File: config.mk
export PLATFORM = sky130hd
export DESIGN_NAME = burst_col_gen
export DESIGN_NICKNAME = d
export VERILOG_FILES = /design/src/rtl/bcg_pkg.sv /design/src/rtl/bcg_start_norm.sv /design/src/rtl/bcg_beat_ctr.sv /design/src/rtl/bcg_addr_form.sv /design/src/rtl/burst_col_gen.sv
export SDC_FILE = /design/constraint.sdc
export NUM_CORES = 1
export LEC_CHECK = 0
export CORE_AREA = 3 3 62 64
export DETAILED_ROUTE_END_ITERATION = 10
export DIE_AREA = 0 0 65 67
export SETUP_SLACK_MARGIN = 0.4
export SLEW_MARGIN = 20
export SYNTH_ARGS = -nofsm -noshare
export SYNTH_HDL_FRONTEND = slang
export SYNTH_SLANG_ARGS = --single-unit
export TNS_END_PERCENT = 50
File: constraint.sdc
create_clock -name clk -period 4.1 [get_ports clk]
set_input_delay 1.23 -clock clk [delete_from_list [all_inputs] [get_ports clk]]
set_output_delay 1.23 -clock clk [all_outputs]
set_load 0.02 [all_outputs]
File: src/rtl/bcg_pkg.sv
package bcg_pkg;
    typedef enum logic [1:0] {
        LEN_2    = 2'd0,
        LEN_4    = 2'd1,
        LEN_8    = 2'd2,
        LEN_PAGE = 2'd3
    } len_e;

    typedef enum logic {
        ST_IDLE = 1'b0,
        ST_RUN  = 1'b1
    } state_e;
endpackage

File: src/rtl/bcg_start_norm.sv
module bcg_start_norm #(
    parameter int COL_W = 8
) (
    input  logic [COL_W-1:0] col_in,
    input  bcg_pkg::len_e    len,
    output logic [COL_W-1:0] col_norm,
    output logic             odd_page
);
    always_comb begin
        odd_page = (len == bcg_pkg::LEN_PAGE) && col_in[0];
        col_norm = col_in;
        if (odd_page) begin
            col_norm[0] = 1'b0;
        end
    end
endmodule

File: src/rtl/bcg_beat_ctr.sv
module bcg_beat_ctr #(
    parameter int COL_W = 8
) (
    input  logic             clk,
    input  logic             rst_n,
    input  logic             load,
    input  logic             step,
    input  logic [COL_W-1:0] mask,
    input  logic             page,
    output logic [COL_W-1:0] cnt,
    output logic             at_end
);
    always_ff @(posedge clk) begin
        if (!rst_n) begin
            cnt <= '0;
        end else if (load) begin
            cnt <= '0;
        end else if (step) begin
            cnt <= cnt + 1'b1;
        end
    end

    assign at_end = !page && (cnt == mask);
endmodule

File: src/rtl/bcg_addr_form.sv
module bcg_addr_form #(
    parameter int COL_W = 8
) (
    input  logic [COL_W-1:0] base,
    input  logic [COL_W-1:0] cnt,
    input  logic [COL_W-1:0] mask,
    input  logic             use_xor,
    output logic [COL_W-1:0] col
);
    logic [COL_W-1:0] sum_path;
    logic [COL_W-1:0] xor_path;

    assign sum_path = base + cnt;
    assign xor_path = base ^ cnt;

    for (genvar i = 0; i < COL_W; i++) begin : g_bit
        always_comb begin
            if (!mask[i]) begin
                col[i] = base[i];
            end else if (use_xor) begin
                col[i] = xor_path[i];
            end else begin
                col[i] = sum_path[i];
            end
        end
    end
endmodule

File: src/rtl/burst_col_gen.sv
module burst_col_gen #(
    parameter int COL_W = 8
) (
    input  logic             clk,
    input  logic             rst_n,
    input  logic             start,
    input  logic [COL_W-1:0] start_col,
    input  logic [1:0]       len_sel,
    input  logic             ilv_sel,
    input  logic             advance,
    input  logic             stop,
    output logic [COL_W-1:0] col_out,
    output logic             col_valid,
    output logic             last_beat,
    output logic             align_err
);
    import bcg_pkg::*;

    localparam int FIX_MAX_LOG = 3;

    state_e           state, nxt;
    len_e             len_q;
    logic             ilv_q;
    logic             err_q;
    logic [COL_W-1:0] base_q;
    logic [COL_W-1:0] mask;
    logic [COL_W-1:0] cnt;
    logic [COL_W-1:0] norm_col;
    logic             odd_page;
    logic             at_end;
    logic             page;
    logic             step;

    bcg_start_norm #(.COL_W(COL_W)) u_norm (
        .col_in   (start_col),
        .len      (len_e'(len_sel)),
        .col_norm (norm_col),
        .odd_page (odd_page)
    );

    always_ff @(posedge clk) begin
        if (!rst_n) begin
            len_q  <= LEN_2;
            ilv_q  <= 1'b0;
            err_q  <= 1'b0;
            base_q <= '0;
        end else if (start) begin
            len_q  <= len_e'(len_sel);
            ilv_q  <= ilv_sel;
            err_q  <= odd_page;
            base_q <= norm_col;
        end
    end

    assign page = (len_q == LEN_PAGE);

    always_comb begin
        unique case (len_q)
            LEN_2:    mask = COL_W'(1);
            LEN_4:    mask = COL_W'(3);
            LEN_8:    mask = COL_W'((1 << FIX_MAX_LOG) - 1);
            LEN_PAGE: mask = '1;
        endcase
    end

    assign step = (state == ST_RUN) && advance && !start && !(page && stop);

    bcg_beat_ctr #(.COL_W(COL_W)) u_ctr (
        .clk    (clk),
        .rst_n  (rst_n),
        .load   (start),
        .step   (step),
        .mask   (mask),
        .page   (page),
        .cnt    (cnt),
        .at_end (at_end)
    );

    bcg_addr_form #(.COL_W(COL_W)) u_form (
        .base    (base_q),
        .cnt     (cnt),
        .mask    (mask),
        .use_xor (ilv_q && !page),
        .col     (col_out)
    );

    always_comb begin
        nxt = state;
        unique case (state)
            ST_IDLE: nxt = start ? ST_RUN : ST_IDLE;
            ST_RUN: begin
                if (start)                  nxt = ST_RUN;
                else if (page && stop)      nxt = ST_IDLE;
                else if (advance && at_end) nxt = ST_IDLE;
                else                        nxt = ST_RUN;
            end
        endcase
    end

    always_ff @(posedge clk) begin
        if (!rst_n) state <= ST_IDLE;
        else        state <= nxt;
    end

    always_comb begin
        col_valid = (state == ST_RUN);
        last_beat = (state == ST_RUN) && at_end;
        align_err = (state == ST_RUN) && err_q;
    end
endmodule

**After elaboration in Yosys (flattened, before gate mapping)**

Index checks and enable logic that the tools add are counted.

- Mux-type cells: 23
- Bitwise gates (word level): 3
- $add $sub $neg: 2
- Equal/unequal tests: 5
- Reductions and logical operators: 15

Operator list:

| operator | number |
|---|---|
| $pmux 8 s4 | 1 |
| $mux 1 | 21 |
| $logic_and 1x1->1 | 10 |
| $add 8x1->8 const B | 1 |
| $add 8x8->8 | 1 |
| $eq 8x8->1 | 1 |
| $xor 8x8->8 | 1 |
| $eq 2x2->1 const B | 3 |
| $logic_not 1->1 | 3 |
| $eq 2x1->1 const B | 1 |
| $logic_not 2->1 | 1 |
| $not 1->1 | 2 |
| $pmux 1 s2 | 1 |
| $reduce_or 2->1 | 1 |

- Bits of input ports: 16
- Output and inout bits: 11
- Bits in registers: 21
- Logic and storage cells: 54

**Depth between registers and ports, before layout**

Gate-level depths: netlist of the first run.

- Depth after elaboration: 9
- Depth in mapped cells: 8
- Depth with buffers taken out: 8

**By module**

From an unflattened synthesis of the first run, not the netlist that was laid out.

- Cell total of the unflattened synthesis: 172
- Area, all modules: 1515.2 µm²

By module, submodules not included:

| module | instances | cells an instance | sequential area each (µm²) | area an instance (µm²) |
|---|---|---|---|---|
| burst_col_gen | 1 | 52 | 260.2 | 564.3 |
| bcg_addr_form | 1 | 61 | 0.0 | 442.9 |
| bcg_beat_ctr | 1 | 50 | 160.2 | 437.9 |
| bcg_start_norm | 1 | 9 | 0.0 | 70.1 |

**Worst setup path after synthesis of the first run**

Ideal clock, no wire load.

- Path kind: flip-flop to output port
- From: reg u_ctr.cnt[0]
- To: out col_out[6]
- Arrival time: 1.875 ns
- Path slack: 0.995 ns
- Required time: 2.870 ns
- Cell stages (with the launch flop): 8
- Path through: dfxtp_1 -> ha_1 -> inv_1 -> fa_1 -> nor2b_1 -> o21bai_1 -> a21boi_0 -> o311ai_0

- Cells in the longest elaborated chain, start to end: 3

RTL lines:

| element | RTL line | source |
|---|---|---|
| from (decl) | bcg_beat_ctr.sv:10 | `output logic [COL_W-1:0] cnt,` |
| from (signal assigned) | bcg_beat_ctr.sv:19 | `cnt <= cnt + 1'b1;` |
| $add 8x8->8 | bcg_addr_form.sv:13 | `assign sum_path = base + cnt;` |
| $mux 1 | bcg_addr_form.sv:20 | `end else if (use_xor) begin` |
| $mux 1 | bcg_addr_form.sv:18 | `if (!mask[i]) begin` |
| to (decl) | burst_col_gen.sv:12 | `output logic [COL_W-1:0] col_out,` |

Every way passes these cells.

**Worst setup path after layout of the first run**

- From: reg u_ctr.cnt[0]
- To: out col_out[1]

Same word-level chain as after synthesis.

==> results of run 1 <==
-- cell usage after synthesis, types with 2 or more instances --
master    instances
nand2b_1          4
nor2_1           12
nor2b_1          15
mux2i_1          10
nand3_1           6
nor4_1            2
clkbuf_1          3
inv_1             6
ha_1              8
nand2_1          15
o21ai_0           8
xor2_1            4
buf_6             2
a21oi_1          10
a21boi_0          3
dfxtp_1          21
or3_1             2
xnor2_1           7
nor3_1            3
-- final timing paths --
path,start,end,slack (ns),cells after the start
setup / recovery,u_ctr.cnt[0]$_SDFFE_PP0P_,col_out[1],0.53,5
hold / removal,err_q$_SDFFE_PN0P_,err_q$_SDFFE_PN0P_,0.49,2
setup reg to reg,len_q[1]$_SDFFE_PN0P_,u_ctr.cnt[7]$_SDFFE_PP0P_,2.27,5
hold reg to reg,err_q$_SDFFE_PN0P_,err_q$_SDFFE_PN0P_,0.49,2
-- metal layers --
layer | vias up | wire, um
li1 | 602 | -
met1 | 524 | 1500
met2 | 11 | 1530
met3 | 2 | 89
met4 | 0 | 19
met5 | - | 0
-- sequential cells by signal, summed over array words and instances (netlist names) --
name,count
u_ctr.cnt,8
col_valid,1
ilv_q,1
len_q,2
err_q,1
base_q,8
-- power by group --
part	leakage [nW]	switching, mW	internal (mW)
registers	0.172	0.0100	0.212
clock network	0.0150	0.0652	0.0380
logic	0.488	0.0360	0.0423
total	0.676	0.111	0.292
-- metrics by stage --
stage / total power [mW] / hold slack (ns) / util / setup WS [ns] / cells
2_1_floorplan: 0.270 / 0.450 / - / 0.995 / 158
4_1_cts: 0.410 / 0.488 / 0.495 / 0.275 / 229
3_3_place_gp: 0.305 / 0.463 / 0.487 / 0.389 / 225
3_5_place_dp: 0.306 / 0.469 / 0.487 / 0.376 / 225
5_1_grt: 0.426 / 0.537 / 0.495 / 0.322 / 229
6_report: 0.403 / 0.487 / 0.495 / 0.529 / 229
-- cells by family (layout without fill, tap and decap cells) --
| group | count (synthesis) | count (layout) | synth area share |
|---|---|---|---|
| compound gates | 29 | 29 | 0.134 |
| fa+ha+maj | 10 | 10 | 0.0973 |
| flops | 21 | 21 | 0.314 |
| mux | 10 | 10 | 0.0748 |
| simple gates | 65 | 65 | 0.263 |
| xor+xnor | 11 | 11 | 0.0720 |
| buf+inv | 12 | 37 | 0.0449 |
-- area by class of cell --
class	count	area, um^2	area share
Inverter	6	22.5	0.0136
Tap cell	46	57.6	0.0348
Multi-Input combinational cell	125	857	0.519
Clock buffer	4	26.3	0.0159
Sequential cell	21	422	0.255
Timing Repair Buffer	27	267	0.161
-- critical path: cells and delay by family, from the launching register on --
family	cells	cell delay, ns
AOI/OAI and AO/OA	1	0.28
DFF	1	0.42
adders and majority gates	2	0.63
buffers and inverters	2	0.72
-- what timing repair did --
action                                  in CTS  in global routing
pin swaps                                    0                  0
gates resized for setup                      3                  6
endpoints found under the setup margin       4                  6
==> summary.md, run 1 <==
| Metric | Value |
|---|---|
| CP required | `2.87 ns` |
| Commonest non-fill, non-tap cells in the layout | `22 x clkdlybuf4s50_1, 20 x dfxtp_1, 15 x nor2b_1, 15 x nand2_1, 12 x nor2_1` |
| IO Port Bufs | `26` |
| Max stage delay on crit path | `0.66 ns` |
| Setup Viol. Count Final | `0` |
| I/O pin count | `27` |
| Post-DP HPWL | `between 2000 and 2500 um` |
| Drt first pass iters | `4` |
| Leakage | `roughly 0.68 nW` |
| Core Area | `between 3000 and 4000 um^2` |
| Initial Utilization | `0.401` |
| Largest net degree at the start of global routing | `17` |
| Total Wirelength | `3130 um` |
| GRT Util Overall | `0.163` |
| Clock sink count | `21` |
| Worst setup EP type | `primary output` |
| Postcts setup bufs | `0` |
| First-pass GRT wire length | `approximately 5500 um` |
| Sequential fraction of the synthesis area | `0.314` |
| Finished layout cell area | `roughly 1700 um^2` |
| Placed Area | `1630 um^2` |
| Grt peak-use layer | `met2` |
| Fillers | `between 300 and 400` |
| Fin Setup TNS | `0 ns` |
| Die height | `67 um` |
| Pins Over Slew Limit | `0` |
| Slew HR | `0.677` |
| Layout cells sized above 1 | `0.0492` |
| Met2 GRT Util | `0.276` |
| Grt met3 use | `0.0422` |
| Worst Path Class, Setup | `reg -> out` |
| Hold Buf Count CTS | `0` |
| YS warnings | `0` |
| Nets | `roughly 210` |
| Top post-synthesis cells by area | `dfxtp_1 31%, ha_1 7.5%, mux2i_1 7.5%` |
| Mapped Nets | `roughly 180` |
| EDFF count, synth | `0` |
| Die area | `roughly 4400 um^2` |
| GPL Wtd Cong | `approximately 0.91` |
| Clock root buffer | `clkbuf_4` |
| WP data arrival | `roughly 2.3 ns` |
| # DRC | `0` |
| Vias | `1139` |
| Die width | `approximately 65 um` |
| Maximum Capacitance Violations | `0` |
| FP Rows | `21` |
| Num CTS Buffers | `3` |
| Via density per instance | `4.97` |
| Total grt overflow | `0` |
| Antenna-violating nets left | `0` |
| Initial antenna violation count | `0` |
| Met1 Usage GRT | `0.208` |
| Syn Std Cell Area | `around 1300 um^2` |
| Synth area leader | `dfxtp_1` |
| Max frequency | `between 0.2 and 0.3 GHz` |
| Ys async rst share | `0` |
| Final min period | `between 3 and 4 ns` |
| Unique masters post-synth | `36` |
| Worst-case clock buffer depth | `2` |
| Peak supply drop | `around 0.14 mV` |
| Slew of the pin with the lowest slew margin | `0.482 ns` |
| Final Cycle Share | `0.871` |
| CTS tree | `built` |
| Ant. Diodes | `0` |
| Prevailing post-synth register cell | `dfxtp_1` |
| Post-synthesis to final-layout area growth | `23.5%` |
| HP Class | `reg -> reg` |
| Clock Latency Late Sink | `~0.30 ns` |
| Most common library cell in the layout ignoring fill and taps | `clkdlybuf4s50_1` |
| Unrepaired setup endpoints after global routing | `true` |
| Status | `finished, final reports clean` |
| Worst-path clk slew | `between 0.1 and 0.15 ns` |
| Syn_area_per_cell | `roughly 8.5 um^2` |
| Yosys top cell area share | `0.314` |
| Slowest CP cell | `clkdlybuf4s50_1` |
| Crit path max fanout | `5` |
| Post-synthesis register bit count | `21` |
| Max H-tree Level | `1` |
| Worst setup SP type | `flop` |
| Per-cell routed wire length | `between 10 and 15 um` |
| Vias in the first global route | `approximately 1.2k` |
| Crit-path cells | `ha_1, inv_1, fa_1, a221oi_1, clkdlybuf4s50_1` |
| Initial DRC Count | `a little over 100` |
| Pwr Density | `roughly 240 nW/um^2` |
| Clock Skew | `0.000624 ns` |
| Cells after Synth | `158` |
| Hold Fails Final Rpt | `0` |
Power figures use the tool's default switching activity.
==> run 2, diff against run 1 <==
Settings changed: CTS_CLUSTER_SIZE from default to 28.
==> results of run 2 <==
No change in the layout: final DEF, timing and power equal those of run 1.
==> run 3, diff against run 2 <==
Settings changed: ABC_AREA from default to 1, CORE_AREA 3 3 62 64 to 3 3 63 65, DIE_AREA 0 0 65 67 to 0 0 66 68, GPL_ROUTABILITY_DRIVEN from default to 0.
==> summary.md, run 3 <==
| Metric | Value |
|---|---|
| Per-cell routed wire length | `11.0 um (was 13.7 um)` |
| Post-synth top cells | `55 x nand2_1, 38 x inv_1, 21 x dfxtp_1 (was 21 x dfxtp_1, 15 x nand2_1, 15 x nor2b_1)` |
| Total grt overflow | `0 (unchanged)` |
| WP data arrival | `2.37 ns (was 2.34 ns)` |
| Ys async rst share | `0 (unchanged)` |
| Syn Std Cell Area | `1380 um^2 (was 1340 um^2)` |
| Leakage | `0.818 nW (was 0.676 nW)` |
| Worst Path Class, Setup | `reg -> out (unchanged)` |
| I/O pin count | `27 (unchanged)` |
| Initial DRC Count | `64 (was 103)` |
| Layout Cells excl Fill | `281 (was 229)` |
| Nets | `261 (was 209)` |
| Syn_area_per_cell | `6.66 um^2 (was 8.47 um^2)` |
| Multi-input logic area | `797 um^2 (was 857 um^2)` |
| First-pass GRT wire length | `5610 um (was 5490 um)` |
| Top-count cell post-synth | `nand2_1 (was dfxtp_1)` |
| Cells after Synth | `207 (was 158)` |
| Setup Viol. Count Final | `0 (unchanged)` |
| Initial Utilization | `0.407 (was 0.401)` |
| Sequential fraction of the synthesis area | `0.305 (was 0.314)` |
| Post-DP HPWL | `2380 um (was 2440 um)` |
| Slew of the pin with the lowest slew margin | `0.430 ns (was 0.482 ns)` |
| Vias | `1291 (was 1139)` |
| Num CTS Buffers | `3 (unchanged)` |
| Sw frac | `0.292 (was 0.276)` |
| Die area | `4490 um^2 (was 4360 um^2)` |
| Pins Over Slew Limit | `0 (unchanged)` |
| Crit path max fanout | `5 (unchanged)` |
| Total Wirelength | `3100 um (was 3130 um)` |
| HP Class | `reg -> reg (unchanged)` |
| Die width | `66 um (was 65 um)` |
| Int Pwr | `0.288 mW (was 0.292 mW)` |
| Clock sink count | `21 (unchanged)` |
| Post-synthesis register bit count | `21 (unchanged)` |
| Worst r2r src | `len_q[1]$_SDFFE_PN0P_ (unchanged)` |
| Synth area leader | `dfxtp_1 (unchanged)` |
| Die height | `68 um (was 67 um)` |
| Yosys top cell area share | `0.305 (was 0.314)` |
| Dpl cells | `277 (was 225)` |
| Clock Power Share | `0.264 (was 0.256)` |
| IO Port Bufs | `26 (unchanged)` |
| Core Area | `3390 um^2 (was 3340 um^2)` |
| Status | `finished, final reports clean (unchanged)` |
| Prevailing post-synth register cell | `dfxtp_1 (unchanged)` |
| Worst-path clk slew | `0.13 ns (was 0.12 ns)` |
| FP Rows | `21 (unchanged)` |
| Unique masters post-synth | `26 (was 36)` |
| Most common library cell in the layout ignoring fill and taps | `nand2_1 (was clkdlybuf4s50_1)` |
| Crit. Startpoint | `u_ctr.cnt[0]$_SDFFE_PP0P_ (unchanged)` |
| Maximum Capacitance Violations | `0 (unchanged)` |
| Antenna-violating nets left | `0 (unchanged)` |
| Commonest non-fill, non-tap cells in the layout | `55 x nand2_1, 38 x inv_1, 24 x clkdlybuf4s50_1, 19 x dfxtp_1, 15 x o21ai_0 (was 22 x clkdlybuf4s50_1, 20 x dfxtp_1, 15 x nor2b_1, 15 x nand2_1, 12 x nor2_1)` |
| Sequential power share | `0.536 (was 0.550)` |
| CP required | `2.87 ns (about the same)` |
| Worst-case clock buffer depth | `2 (unchanged)` |
| EDFF count, synth | `0 (unchanged)` |
| Top post-synthesis cells by area | `dfxtp_1 30%, nand2_1 15%, inv_1 10% (was dfxtp_1 31%, ha_1 7.5%, mux2i_1 7.5%)` |
| Sw Pwr | `0.119 mW (was 0.111 mW)` |
| Fillers | `337 (was 332)` |
| Layout cells sized above 1 | `0.0723 (was 0.0492)` |
| Final Cycle Share | `0.877 (was 0.871)` |
| Worst Hold Launch | `err_q$_SDFFE_PN0P_ (unchanged)` |
| Mapped Nets | `232 (was 183)` |
| Pwr Density | `237 nW/um^2 (was 244 nW/um^2)` |
| Worst setup SP type | `flop (unchanged)` |
| # DRC | `0 (unchanged)` |
| Largest regs | `base_q: 8 flops, u_ctr.cnt: 8 flops, len_q: 2 flops (unchanged)` |
| Clock Skew | `0.000720 ns (was 0.000624 ns)` |
| Peak supply drop | `0.127 mV (was 0.137 mV)` |
| Hold Fails Final Rpt | `0 (unchanged)` |
| GRT Util Overall | `0.160 (was 0.163)` |
| Max H-tree Level | `1 (unchanged)` |
| CTS tree | `built (unchanged)` |
| Post-synthesis to final-layout area growth | `24.8% (was 23.5%)` |
| Worst setup EP type | `primary output (unchanged)` |
| Storage cell area | `423 um^2 (was 422 um^2)` |
| Clock Latency Late Sink | `0.31 ns (was 0.30 ns)` |
| Combinational share of power | `0.200 (was 0.194)` |
| Slew HR | `0.713 (was 0.677)` |
| Final min period | `3.60 ns (was 3.57 ns)` |
| Largest net degree at the start of global routing | `13 (was 17)` |
| Fin Setup TNS | `0 ns (unchanged)` |
| YS warnings | `0 (unchanged)` |
| Initial antenna violation count | `0 (unchanged)` |
| Hold Buf Count CTS | `0 (unchanged)` |
| Ant. Diodes | `0 (unchanged)` |
| Drt first pass iters | `4 (unchanged)` |
| Vias in the first global route | `1286 (was 1170)` |
| Clock root buffer | `clkbuf_4 (unchanged)` |
| Max frequency | `0.278 GHz (was 0.280 GHz)` |
| Via density per instance | `4.59 (was 4.97)` |
| Unrepaired setup endpoints after global routing | `true (unchanged)` |
[run 3: worst max-delay path, cell delays in order, from the launching register on]
cell             delay, ns
dfxtp_1               0.42
ha_1                  0.21
inv_1                 0.06
fa_1                  0.43
a21oi_1               0.14
o21ai_0               0.08
o21ai_0               0.08
clkdlybuf4s50_1       0.63
[run 3: layout make-up]
cell class / count / area share
multi-input combinational: 144 / 0.463
sequential: 21 / 0.246
timing repair buffer: 26 / 0.152
inverter: 40 / 0.0902
tap: 46 / 0.0335
clock buffer: 4 / 0.0153
[run 3: cell families after synthesis]
| logic type | count (synthesis) | share of synthesized area |
|---|---|---|
| AND/OR/NAND/NOR | 94 | 0.320 |
| buffers and inverters | 42 | 0.120 |
| AO/OA/AOI/OAI | 38 | 0.149 |
| flip-flops | 21 | 0.305 |
| adder cells (fa/ha/maj) | 9 | 0.0871 |
| XOR/XNOR | 3 | 0.0191 |
[run 3: worst paths after layout]
kind	endpoint	slack, ns	cells after the start
hold / removal	err_q$_SDFFE_PN0P_	0.49	2
setup reg to reg	u_ctr.cnt[5]$_SDFFE_PP0P_	2.84	8
setup / recovery	col_out[1]	0.50	7
hold reg to reg	err_q$_SDFFE_PN0P_	0.49	2
[run 3: layer usage]
metal  track usage  wire, um
met1         0.221      1620
met2         0.252      1280
met3        0.0263       131
met4        0.0609        65
met5             0         0
[run 3: repair_timing]
item,4_1_cts,5_1_grt
buffers inserted,0,0
resized for setup,1,4
pin swaps,0,0
cloned,0,0
setup endpoints to repair,2,5
[run 3: metrics by stage]
step	worst slack [ns]	power (mW)	area [um^2]	util	hold WS, ns
2_1_floorplan	1.26	0.268	1380	-	0.428
3_3_place_gp	0.811	0.306	1690	0.498	0.458
3_5_place_dp	0.748	0.305	1690	0.498	0.455
4_1_cts	0.383	0.410	1710	0.505	0.494
5_1_grt	0.334	0.430	1720	0.508	0.520
6_report	0.505	0.407	1720	0.508	0.493
[run 3: power groups by stage]
stage / logic [mW] / clock network, mW / registers (mW)
6_report: 0.0814 / 0.108 / 0.218
5_1_grt: 0.0913 / 0.119 / 0.219
4_1_cts: 0.0826 / 0.109 / 0.218
3_5_place_dp: 0.0826 / 0 / 0.223
3_3_place_gp: 0.0830 / 0 / 0.223
2_1_floorplan: 0.0459 / 0 / 0.222
